## config.mk

```make
export PLATFORM = sky130hd
export DESIGN_NAME = dfe_core
export DESIGN_NICKNAME = d
export VERILOG_FILES = /design/src/rtl/dfe_pkg.sv /design/src/rtl/dfe_alu.sv /design/src/rtl/dfe_rr_arb.sv /design/src/rtl/dfe_outq.sv /design/src/rtl/dfe_core.sv
export SDC_FILE = /design/constraint.sdc
export NUM_CORES = 2
export LEC_CHECK = 0
export BUFFER_PORTS_ARGS = -buffer_cell sky130_fd_sc_hd__buf_4
export CAP_MARGIN = 20
export CORE_MARGIN = 1.5
export CORE_UTILIZATION = 45
export DETAILED_ROUTE_END_ITERATION = 10
export GPL_ROUTABILITY_DRIVEN = 1
export PLACE_DENSITY_LB_ADDON = 0.2
export SYNTH_ARGS = -nofsm -noshare
export SYNTH_HDL_FRONTEND = slang
export SYNTH_SLANG_ARGS = --single-unit
```

## constraint.sdc

```tcl
create_clock -name clk -period 10 [get_ports clk]
set_input_delay 1 -clock clk [delete_from_list [all_inputs] [get_ports clk]]
set_output_delay 1 -clock clk [all_outputs]
set_load 0.01 [all_outputs]
```

## src/rtl/dfe_pkg.sv

```systemverilog
package dfe_pkg;

    typedef enum logic [2:0] {
        OP_ADD  = 3'd0,
        OP_SUB  = 3'd1,
        OP_AND  = 3'd2,
        OP_OR   = 3'd3,
        OP_XOR  = 3'd4,
        OP_SHL  = 3'd5,
        OP_SHR  = 3'd6,
        OP_PASS = 3'd7
    } dfe_op_e;

    // Single-operand opcodes need only operand 0.
    function automatic logic op_needs_b(dfe_op_e op);
        return op != OP_PASS;
    endfunction

endpackage

```

## src/rtl/dfe_alu.sv

```systemverilog
module dfe_alu
    import dfe_pkg::*;
#(
    parameter int DATA_W = 32
) (
    input  dfe_op_e            op,
    input  logic [DATA_W-1:0]  a,
    input  logic [DATA_W-1:0]  b,
    output logic [DATA_W-1:0]  y
);
    localparam int SHW = $clog2(DATA_W);

    logic [SHW-1:0] shamt;
    assign shamt = b[SHW-1:0];

    always_comb begin
        unique case (op)
            OP_ADD:  y = a + b;
            OP_SUB:  y = a - b;
            OP_AND:  y = a & b;
            OP_OR:   y = a | b;
            OP_XOR:  y = a ^ b;
            OP_SHL:  y = a << shamt;
            OP_SHR:  y = a >> shamt;
            default: y = a;
        endcase
    end
endmodule

```

## src/rtl/dfe_rr_arb.sv

```systemverilog
module dfe_rr_arb #(
    parameter int N = 8
) (
    input  logic                 clk,
    input  logic                 rst_n,
    input  logic [N-1:0]         req,
    output logic                 gnt_vld,
    output logic [$clog2(N)-1:0] gnt_idx
);
    localparam int IW = $clog2(N);

    typedef struct packed {
        logic [IW-1:0] last;
    } arb_st_t;

    arb_st_t st_d, st_q;

    always_comb begin
        st_d    = st_q;
        gnt_vld = 1'b0;
        gnt_idx = '0;
        for (int off = 1; off <= N; off++) begin
            if (!gnt_vld && req[IW'((int'(st_q.last) + off) % N)]) begin
                gnt_vld = 1'b1;
                gnt_idx = IW'((int'(st_q.last) + off) % N);
            end
        end
        if (gnt_vld) st_d.last = gnt_idx;
    end

    always_ff @(posedge clk) begin
        if (!rst_n) st_q <= '{last: IW'(N - 1)};
        else        st_q <= st_d;
    end


    gnt_is_req_chk: assert property (@(posedge clk) disable iff (!rst_n)
        gnt_vld |-> req[gnt_idx])
        else $error("grant to a slot that did not request");


    no_idle_chk: assert property (@(posedge clk) disable iff (!rst_n)
        (|req) |-> gnt_vld)
        else $error("requests pending but no grant");
endmodule

```

## src/rtl/dfe_outq.sv

```systemverilog
module dfe_outq #(
    parameter int W     = 36,
    parameter int DEPTH = 4
) (
    input  logic         clk,
    input  logic         rst_n,
    input  logic         push,
    input  logic [W-1:0] push_data,
    output logic         full,
    input  logic         pop,
    output logic [W-1:0] pop_data,
    output logic         empty
);
    localparam int AW = $clog2(DEPTH);

    typedef struct packed {
        logic [AW-1:0] wp;
        logic [AW-1:0] rp;
        logic [AW:0]   cnt;
    } q_st_t;

    q_st_t st_d, st_q;
    logic [W-1:0] mem_q [DEPTH];

    function automatic logic [AW-1:0] bump(logic [AW-1:0] p);
        return (p == AW'(DEPTH - 1)) ? '0 : p + 1'b1;
    endfunction

    assign full     = (st_q.cnt == (AW+1)'(DEPTH));
    assign empty    = (st_q.cnt == '0);
    assign pop_data = mem_q[st_q.rp];

    always_comb begin
        st_d = st_q;
        if (push) st_d.wp = bump(st_q.wp);
        if (pop)  st_d.rp = bump(st_q.rp);
        case ({push, pop})
            2'b10:   st_d.cnt = st_q.cnt + 1'b1;
            2'b01:   st_d.cnt = st_q.cnt - 1'b1;
            default: st_d.cnt = st_q.cnt;
        endcase
    end

    always_ff @(posedge clk) begin
        if (!rst_n) st_q <= '0;
        else        st_q <= st_d;
    end

    always_ff @(posedge clk) begin
        if (push) mem_q[st_q.wp] <= push_data;
    end


    no_overflow_chk: assert property (@(posedge clk) disable iff (!rst_n)
        push |-> !full)
        else $error("result pushed into a full queue");


    no_underflow_chk: assert property (@(posedge clk) disable iff (!rst_n)
        pop |-> !empty)
        else $error("pop from an empty queue");
endmodule

```

## src/rtl/dfe_core.sv

```systemverilog
module dfe_core
    import dfe_pkg::*;
#(
    parameter int NUM_SLOTS  = 8,
    parameter int DATA_W     = 32,
    parameter int OUTQ_DEPTH = 4
) (
    input  logic                         clk,
    input  logic                         rst_n,
    input  logic                         ld_en,
    input  logic [$clog2(NUM_SLOTS)-1:0] ld_slot,
    input  logic [2:0]                   ld_op,
    input  logic [$clog2(NUM_SLOTS)-1:0] ld_dst_slot,
    input  logic                         ld_dst_opnd,
    input  logic                         ld_dst_local,
    input  logic                         in_valid,
    output logic                         in_ready,
    input  logic [$clog2(NUM_SLOTS)-1:0] in_slot,
    input  logic                         in_opnd,
    input  logic [DATA_W-1:0]            in_data,
    output logic                         out_valid,
    input  logic                         out_ready,
    output logic [$clog2(NUM_SLOTS)-1:0] out_slot,
    output logic                         out_opnd,
    output logic [DATA_W-1:0]            out_data
);
    localparam int SW    = $clog2(NUM_SLOTS);
    localparam int TOK_W = SW + 1 + DATA_W;

    typedef struct packed {
        logic [NUM_SLOTS-1:0]             vld;
        logic [NUM_SLOTS-1:0]             pa;
        logic [NUM_SLOTS-1:0]             pb;
        logic [NUM_SLOTS-1:0][2:0]        op;
        logic [NUM_SLOTS-1:0][SW-1:0]     dslot;
        logic [NUM_SLOTS-1:0]             dopnd;
        logic [NUM_SLOTS-1:0]             dloc;
        logic [NUM_SLOTS-1:0][DATA_W-1:0] va;
        logic [NUM_SLOTS-1:0][DATA_W-1:0] vb;
    } core_st_t;

    core_st_t st_d, st_q;

    logic [NUM_SLOTS-1:0] elig;
    logic                 fire_vld;
    logic [SW-1:0]        fire_idx;
    logic                 fire_loc;
    logic                 push;
    logic [SW-1:0]        loc_slot;
    logic                 loc_opnd;
    logic [DATA_W-1:0]    alu_y;
    logic                 q_full;
    logic                 q_empty;
    logic [TOK_W-1:0]     q_head;
    logic                 tok_take;

    // Per-slot eligibility: ready operands and a free path for the result.
    for (genvar i = 0; i < NUM_SLOTS; i++) begin : g_slot
        logic rdy;
        logic tgt_busy;
        assign rdy = st_q.vld[i] & st_q.pa[i]
                   & (st_q.pb[i] | !op_needs_b(dfe_op_e'(st_q.op[i])));
        assign tgt_busy = (st_q.dslot[i] != SW'(i)) &
                          (st_q.dopnd[i] ? st_q.pb[st_q.dslot[i]]
                                         : st_q.pa[st_q.dslot[i]]);
        assign elig[i] = rdy & (st_q.dloc[i] ? !tgt_busy : !q_full);
    end

    dfe_rr_arb #(.N(NUM_SLOTS)) u_arb (
        .clk     (clk),
        .rst_n   (rst_n),
        .req     (elig),
        .gnt_vld (fire_vld),
        .gnt_idx (fire_idx)
    );

    dfe_alu #(.DATA_W(DATA_W)) u_alu (
        .op (dfe_op_e'(st_q.op[fire_idx])),
        .a  (st_q.va[fire_idx]),
        .b  (st_q.vb[fire_idx]),
        .y  (alu_y)
    );

    assign loc_slot = st_q.dslot[fire_idx];
    assign loc_opnd = st_q.dopnd[fire_idx];
    assign fire_loc = fire_vld &  st_q.dloc[fire_idx];
    assign push     = fire_vld & !st_q.dloc[fire_idx];

    assign in_ready = !(in_opnd ? st_q.pb[in_slot] : st_q.pa[in_slot])
                    && !(ld_en && ld_slot == in_slot)
                    && !(fire_loc && loc_slot == in_slot && loc_opnd == in_opnd);
    assign tok_take = in_valid && in_ready;

    always_comb begin
        st_d = st_q;
        if (fire_vld) begin
            st_d.pa[fire_idx] = 1'b0;
            st_d.pb[fire_idx] = 1'b0;
        end
        if (fire_loc) begin
            if (loc_opnd) begin
                st_d.vb[loc_slot] = alu_y;
                st_d.pb[loc_slot] = 1'b1;
            end else begin
                st_d.va[loc_slot] = alu_y;
                st_d.pa[loc_slot] = 1'b1;
            end
        end
        if (tok_take) begin
            if (in_opnd) begin
                st_d.vb[in_slot] = in_data;
                st_d.pb[in_slot] = 1'b1;
            end else begin
                st_d.va[in_slot] = in_data;
                st_d.pa[in_slot] = 1'b1;
            end
        end
        if (ld_en) begin
            st_d.vld[ld_slot]   = 1'b1;
            st_d.op[ld_slot]    = ld_op;
            st_d.dslot[ld_slot] = ld_dst_slot;
            st_d.dopnd[ld_slot] = ld_dst_opnd;
            st_d.dloc[ld_slot]  = ld_dst_local;
            st_d.pa[ld_slot]    = 1'b0;
            st_d.pb[ld_slot]    = 1'b0;
        end
    end

    always_ff @(posedge clk) begin
        if (!rst_n) st_q <= '0;
        else        st_q <= st_d;
    end

    dfe_outq #(.W(TOK_W), .DEPTH(OUTQ_DEPTH)) u_outq (
        .clk       (clk),
        .rst_n     (rst_n),
        .push      (push),
        .push_data ({loc_slot, loc_opnd, alu_y}),
        .full      (q_full),
        .pop       (out_valid && out_ready),
        .pop_data  (q_head),
        .empty     (q_empty)
    );

    assign out_valid = !q_empty;
    assign out_slot  = q_head[TOK_W-1 -: SW];
    assign out_opnd  = q_head[DATA_W];
    assign out_data  = q_head[DATA_W-1:0];


    clear_on_fire_chk: assert property (@(posedge clk) disable iff (!rst_n)
        (fire_vld && !(fire_loc && loc_slot == fire_idx && !loc_opnd))
        |=> !st_q.pa[$past(fire_idx)])
        else $error("operand 0 still present after firing");


    tok_land_chk: assert property (@(posedge clk) disable iff (!rst_n)
        tok_take |=> ($past(in_opnd) ? st_q.pb[$past(in_slot)]
                                     : st_q.pa[$past(in_slot)]))
        else $error("accepted token did not set its operand");


    loop_land_chk: assert property (@(posedge clk) disable iff (!rst_n)
        (fire_loc && !(ld_en && ld_slot == loc_slot))
        |=> ($past(loc_opnd) ? st_q.pb[$past(loc_slot)]
                             : st_q.pa[$past(loc_slot)]))
        else $error("local result did not reach its operand");


    unloaded_idle_chk: assert property (@(posedge clk) disable iff (!rst_n)
        fire_vld |-> st_q.vld[fire_idx])
        else $error("an unloaded slot fired");
endmodule

```

Yosys cells after proc, flatten, opt, wreduce, memory -nomap -nowiden

Memory sizes are Yosys's and may differ from the RTL's. A register that Yosys moved wholly into a read port is not among the register bits.
Index checks and enable logic that the tools add are counted.

Logic and storage cells: 367
Input bits: 52
Register bits after elaboration: 610
Memory bits (writable): 144
Output and inout bits: 38
Memories: 1

Memory list:

| memory       | depth | width | rd ports | clocked after memory_dff | write ports | line           | RTL |
|---|---|---|---|---|---|---|---|
| u_outq.mem_q | 4     | 36    | 1        | 1                        | 1           | dfe_outq.sv:23 | `logic [W-1:0] mem_q [DEPTH];` |

Shift-type cells: 2
Add/subtract/negate cells: 14
Equality and inequality tests: 29
Bitwise logic cells: 56
Reduce and logical (&&, ||, !) cells: 51
Order comparisons: 24
Muxes and demuxes: 149

Operator list:

| kind                 | number |
|---|---|
| $bwmux W256          | 4 |
| $mux W256            | 4 |
| $mux W512            | 2 |
| $pmux W32 S7         | 1 |
| $bmux W32 S3         | 2 |
| $demux W32 S3        | 2 |
| $mux W32             | 4 |
| $bmux W1 S3          | 28 |
| $mux W80             | 1 |
| $mux W1              | 67 |
| $bwmux W24           | 2 |
| $lt A3 B4 Y1 const B | 12 |
| $mux W16             | 3 |
| $lt A3 B5 Y1 const B | 8 |
| $or A8 B8 Y8         | 5 |
| $ne A3 B3 Y1 const B | 12 |
| $and A1 B1 Y1        | 34 |
| $mux W3              | 11 |
| $add A32 B32 Y32     | 1 |
| $and A32 B32 Y32     | 1 |
| $and A8 B8 Y8        | 4 |
| $mux W8              | 4 |
| $or A32 B32 Y32      | 1 |
| $shl A32 B5 Y32      | 1 |
| 31 further kinds     | 111 |

Depth between registers and ports, before layout

Depth after elaboration: 47
Gate-level depth with buffers: 47
Mapped depth without buffers: 38

Hierarchy

Synthesis repeated with hierarchy kept, for this count alone.

Cell total of the unflattened synthesis: 5,549
Area, all modules: 51,789.7 sq um

By module, submodules not included:

| module     | cells an instance | seq. area each (sq um) | area an instance (sq um) | times used |
|---|---|---|---|---|
| dfe_core   | 4,071             | 12,011.5               | 36,657.7                 | 1 |
| dfe_alu    | 1,131             | 0.0                    | 8,346.8                  | 1 |
| dfe_outq   | 235               | 4,504.3                | 5,713.0                  | 1 |
| dfe_rr_arb | 112               | 60.1                   | 1,072.3                  | 1 |

Least setup slack after synthesis

No wires, ideal clock.

Path kind: reg2reg
From: reg u_arb.st_q[0] (netlist bit)
To: mem u_outq.mem_q[0][30] (data pin)
Period minus slack after synthesis: 9.525 ns
Path buffers: 10
Stages on the path, launching flop included: 46
Setup time: 0.260 ns
Setup slack: 0.475 ns
Data arrival time: 9.265 ns
Data required time: 9.740 ns
Path through: dfxtp_1 clkbuf_1 inv_1 clkbuf_1 ha_1 clkbuf_1 inv_1 mux4_2 mux2i_1 a21boi_4 o2111ai_1 o211a_4 and4_1 buf_2 buf_6 buf_6 a22oi_1 nand2_1 [10 not listed] o211ai_1 a21boi_0 o31a_1 o211ai_1 a31o_2 o31ai_1 o21a_1 o21ai_0 nand2b_1 a211o_1 a21o_1 a21oi_1 xor2_1 o21ai_0 o21a_1 a311oi_2 buf_4 inv_1

Word-level cells in the longest chain between the ends: 30
Elaborated cells on any way between the ends: 82
Classes of those cells: add/sub: 10; eq/ne: 6; shift: 2; mux: 46; bitwise: 3; reduce/logical: 15

RTL lines:

| what                                                         | line                               | RTL |
|---|---|---|
| start: declaration                                           | dfe_rr_arb.sv:16                   | `arb_st_t st_d, st_q;` |
| start signal: assignment                                     | dfe_rr_arb.sv:32                   | `if (!rst_n) st_q <= '{last: IW'(N - 1)};` |
| start signal: assignment                                     | dfe_rr_arb.sv:33                   | `else st_q <= st_d;` |
| $add A3 B1 Y3                                                | dfe_rr_arb.sv:23, dfe_rr_arb.sv:25 |  |
| $bmux W1 S3                                                  | dfe_rr_arb.sv:23                   | `if (!gnt_vld && req[IW'((int'(st_q.last) + off) % N)]) begin` |
| $mux W1 (implied by the code) (2 in series)                  | dfe_rr_arb.sv:23                   |  |
| $mux W1                                                      | dfe_rr_arb.sv:23                   |  |
| $logic_not A1 Y1                                             | dfe_rr_arb.sv:23                   |  |
| $logic_and A1 B1 Y1                                          | dfe_rr_arb.sv:23                   |  |
| $mux W1                                                      | dfe_rr_arb.sv:23                   |  |
| $logic_not A1 Y1                                             | dfe_rr_arb.sv:23                   |  |
| [14 not listed]                                              | -                                  |  |
| $logic_not A1 Y1                                             | dfe_rr_arb.sv:23                   |  |
| $logic_and A1 B1 Y1                                          | dfe_rr_arb.sv:23                   |  |
| $mux W3 (*)                                                  | dfe_rr_arb.sv:23                   |  |
| $bmux W32 S3, or another cell as far along                   | dfe_core.sv:79                     | `.a (st_q.va[fire_idx]),` |
| $mux W32 (implied by the code), or another cell as far along | dfe_core.sv:79                     |  |
| $sub A32 B32 Y32, or another cell as far along               | dfe_alu.sv:19                      | `OP_SUB: y = a - b;` |
| $pmux W32 S7 (*)                                             | dfe_alu.sv:17                      | `unique case (op)` |
| via alu_y[30]                                                | dfe_core.sv:51                     | `logic [DATA_W-1:0] alu_y;` |
| end: declaration                                             | dfe_outq.sv:23                     |  |

The timed path passes the listed nets; every way through them passes the cells marked *. The select of a mux whose other input is x is not followed.

Worst setup path after layout

From: reg st_q[588] (netlist bit)
To: reg st_q[62] (netlist bit)

Word-level cells in the longest chain between the ends: 44
Elaborated cells on any way between the ends: 163
Classes of those cells: add/sub: 2; order compare: 2; eq/ne: 8; shift: 2; mux: 96; bitwise: 22; reduce/logical: 31

RTL lines:

| what                                                                 | line            | RTL |
|---|---|---|
| start: declaration                                                   | dfe_core.sv:42  | `core_st_t st_d, st_q;` |
| start signal: assignment                                             | dfe_core.sv:131 | `else st_q <= st_d;` |
| parallel branches: the longest is 43 deep, another holds $bmux W1 S3 | -               |  |
| $mux W512 (*)                                                        | dfe_core.sv:109 | `if (tok_take) begin` |

Mark *: on every way between the ends. The select of a mux whose other input is x is not followed.
A chain may end at the register's enable or synchronous reset.

==> flow_summary.yaml <==
cells_and_area:
  final_cell_mix: "nand2_1, dfxtp_1, mux2i_1, buf_4, o21ai_0"
  regArea_mm2: 0.0166
  filler_cell_count: 9465
  nNetsFinal: 5076
  multiInputGateArea_mm2: 0.0270
  final_common_cell: "nand2_1"
  post-route-cell-area_mm2: 0.0509
  drive_gt1_frac: 0.142
  area_delta_synth_final_pct: 10.1
sta:
  timing_hold_violations_final: 0
  fin_crit_ns: 9.55
  setup_viol: 0
  worst_slew_pin_slew_ns: 1.23
  finClkSkew_ns: 0.0358
  max_freq_ghz: 0.105
  slew_viol_final: 0
  min_period_over_period: 0.955
  max_slew_margin: 0.182
hold_path:
  hold_start: "st_q[39]"
  hp-class: "register to register"
  hold_depth: 2
  holdPathEnd: "st_q[39]"
run:
  maxCapViolCount: 0
routing:
  drt_first_pass_iters: 8
  drt_wl_total_um: 191000
  drt_iter0_drc: 5594
  num_vias: 43400
  drc: 0
  vias_per_cell: 6.82
  ant_nets: 0
  wl_per_cell_um: 30.1
worst_setup_path:
  crit_fanout: 37
  reg2reg_slack_ns: 0.45
  cp_slowest_stage_delay_ns: 0.81
  cp.required_ns: 10.51
  cp-start-kind: "register"
  critPathKind: "register to register"
  cpMostUsedCell: "buf_4"
  r2r_start: "st_q[588]"
  cp-end-kind: "register"
  worstReg2RegEnd: "st_q[62]"
  arrival_ns: 10.06
  reg2reg_depth: 37
  slowest_stage: "nor4_1"
synth:
  syn_nets: 5234
  synth-main-ff-cell: "dfxtp_1"
  yosys_register_bits: 756
  ys_types: 122
  netlist_area_mm2: 0.0462
  syn_avg_cell_area_um2: 9.11
  synth_cells: 5075
  synth-edff-count: 144
  yosys_warnings: 0
  async_reset_ff_frac: 0
  seq_area_frac_synth: 0.359
cts:
  numCtsBuffers: 84
  cts.sinks: 756
  cts_tree: "built"
  clock_path_buffers: 3
  cts-root-buf: "clkbuf_16"
  htree_levels: 3
  clock_latency_ns: 0.70
  clk_pin_slew_ns: 0.06
  postCtsHoldBufs: 0
floorplanning:
  io_pins: 90
  num_rows: 117
  dieWidth_um: 323
  start_util: 0.454
  die_h_um: 323
  dieArea_mm2: 0.105
  coreArea_mm2: 0.102
global_route:
  grt-ovfl-total: 0
  grt_antenna_before_repair: 4
  grt_max_degree: 115
  grt_use_total: 0.355
  grt_pass1_wl_um: 277000
  grt_pass1_vias: 40100
placed_design:
  dp_hpwl_um: 126000
  gp_congestion: 0.993
  dpl_cell_area_mm2: 0.0478
  io_buffer_count: 89
status:
  status: "complete, no violations"
==> timing repair <==
action	CTS	global route
buffers inserted	0	1
gates resized for setup	0	20
setup endpoints to repair	0	256
==> cell type report <==
| cell class | count | share of cell area |
|---|---|---|
| Timing Repair Buffer | 279 | 0.0435 |
| Antenna cell | 5 | 0.000246 |
| Sequential cell | 756 | 0.326 |
| Tap cell | 1368 | 0.0337 |
| Clock inverter | 43 | 0.0117 |
| Clock buffer | 112 | 0.0464 |
| Inverter | 114 | 0.00841 |
| Multi-Input combinational cell | 3682 | 0.530 |
==> synth_stat cells (26+ instances only) <==
cell / number / area share
nand2_1: 687 / 0.056
inv_1: 104 / 0.0084
a31oi_1: 163 / 0.022
o211ai_1: 51 / 0.0083
or3_1: 35 / 0.0047
buf_1: 33 / 0.0027
o21ai_0: 262 / 0.028
a22o_1: 55 / 0.010
buf_4: 42 / 0.0068
nor2_1: 204 / 0.017
buf_2: 73 / 0.0079
nor3_1: 48 / 0.0052
o221ai_1: 234 / 0.044
a221oi_2: 35 / 0.011
o22ai_1: 47 / 0.0064
ha_1: 105 / 0.028
o211a_1: 49 / 0.011
dfxtp_1: 612 / 0.27
nand3_1: 51 / 0.0055
o21a_1: 39 / 0.0063
clkbuf_1: 342 / 0.028
nand4_1: 235 / 0.032
mux2i_1: 504 / 0.11
edfxtp_1: 144 / 0.094
a221oi_1: 29 / 0.0055
a21oi_1: 233 / 0.025
mux4_2: 68 / 0.033
xnor2_1: 57 / 0.011
mux2_2: 26 / 0.0063
a211oi_1: 41 / 0.0067
a21boi_0: 71 / 0.012
==> worst max-delay path: cells and delay by family (launching register included) <==
| kind | cells | cell delay (ns) |
|---|---|---|
| compound gates | 18 | 3.79 |
| simple gates | 7 | 1.86 |
| buf+inv | 5 | 1.41 |
| mux | 4 | 0.93 |
| flops | 1 | 0.61 |
| fa+ha+maj | 1 | 0.36 |
| xor+xnor | 2 | 0.32 |
==> per-stage QoR <==
stage / util / hold WS, ns / setup WS, ns / setup TNS (ns) / cells
3_5_place_dp: 0.470 / 0.463 / 0.289 / 0 / 6197
2_1_floorplan: - / 0.441 / 0.475 / 0 / 5075
6_report: 0.500 / 0.475 / 0.447 / 0 / 6359
4_1_cts: 0.499 / 0.475 / 0.217 / 0 / 6352
3_3_place_gp: 0.469 / 0.460 / 0.487 / 0 / 6194
5_1_grt: 0.500 / 0.489 / -0.0116 / -0.0116 / 6354
==> state kept, by name (all words and copies together) (netlist names), named ones only <==
register / cells
u_outq.mem_q: 144
st_q: 536
u_outq.st_q: 7
u_arb.st_q: 3
==> kinds of logic (layout without fill, tap and decap cells) <==
family                     Yosys count  in the layout  share of synthesized area
AOI/OAI and AO/OA                 1504           1504                      0.241
and+or+nand+nor                   1388           1388                      0.140
DFF                                756            756                      0.359
buffers and inverters              637            548                     0.0632
muxes                              615            615                      0.155
adders and majority gates          107            107                     0.0293
xor gates and xnor gates            68             68                     0.0129
other                                0              5                          0
==> worst max-delay path by stage <==
| stage | from | endpoint | slack [ns] | cells past startpoint |
|---|---|---|---|---|
| floorplan | u_arb.st_q[0] | u_outq.mem_q[0][30] | 0.48 | 45 |
| global placement | register | st_q[31] | 0.49 | 34 |
| detailed placement | u_outq.st_q[2] | st_q[62] | 0.29 | 38 |
| CTS | u_outq.st_q[2] | st_q[62] | 0.22 | 38 |
| global route | st_q[588] | st_q[62] | -0.01 | 39 |
| finish | st_q[588] | st_q[62] | 0.45 | 37 |
==> layer usage <==
metal,track usage,wire length (µm),part of all wire,vias to the layer above
li1,-,-,-,18900
met1,0.477,78000,0.41,21300
met2,0.543,83400,0.44,2564
met3,0.0659,19300,0.10,500
met4,0.180,10400,0.055,0
met5,0,0,0,-
Power is left out: the tool's default activity adds up to more than one toggle a clock period on the data nets, which glitch-free logic cannot reach.
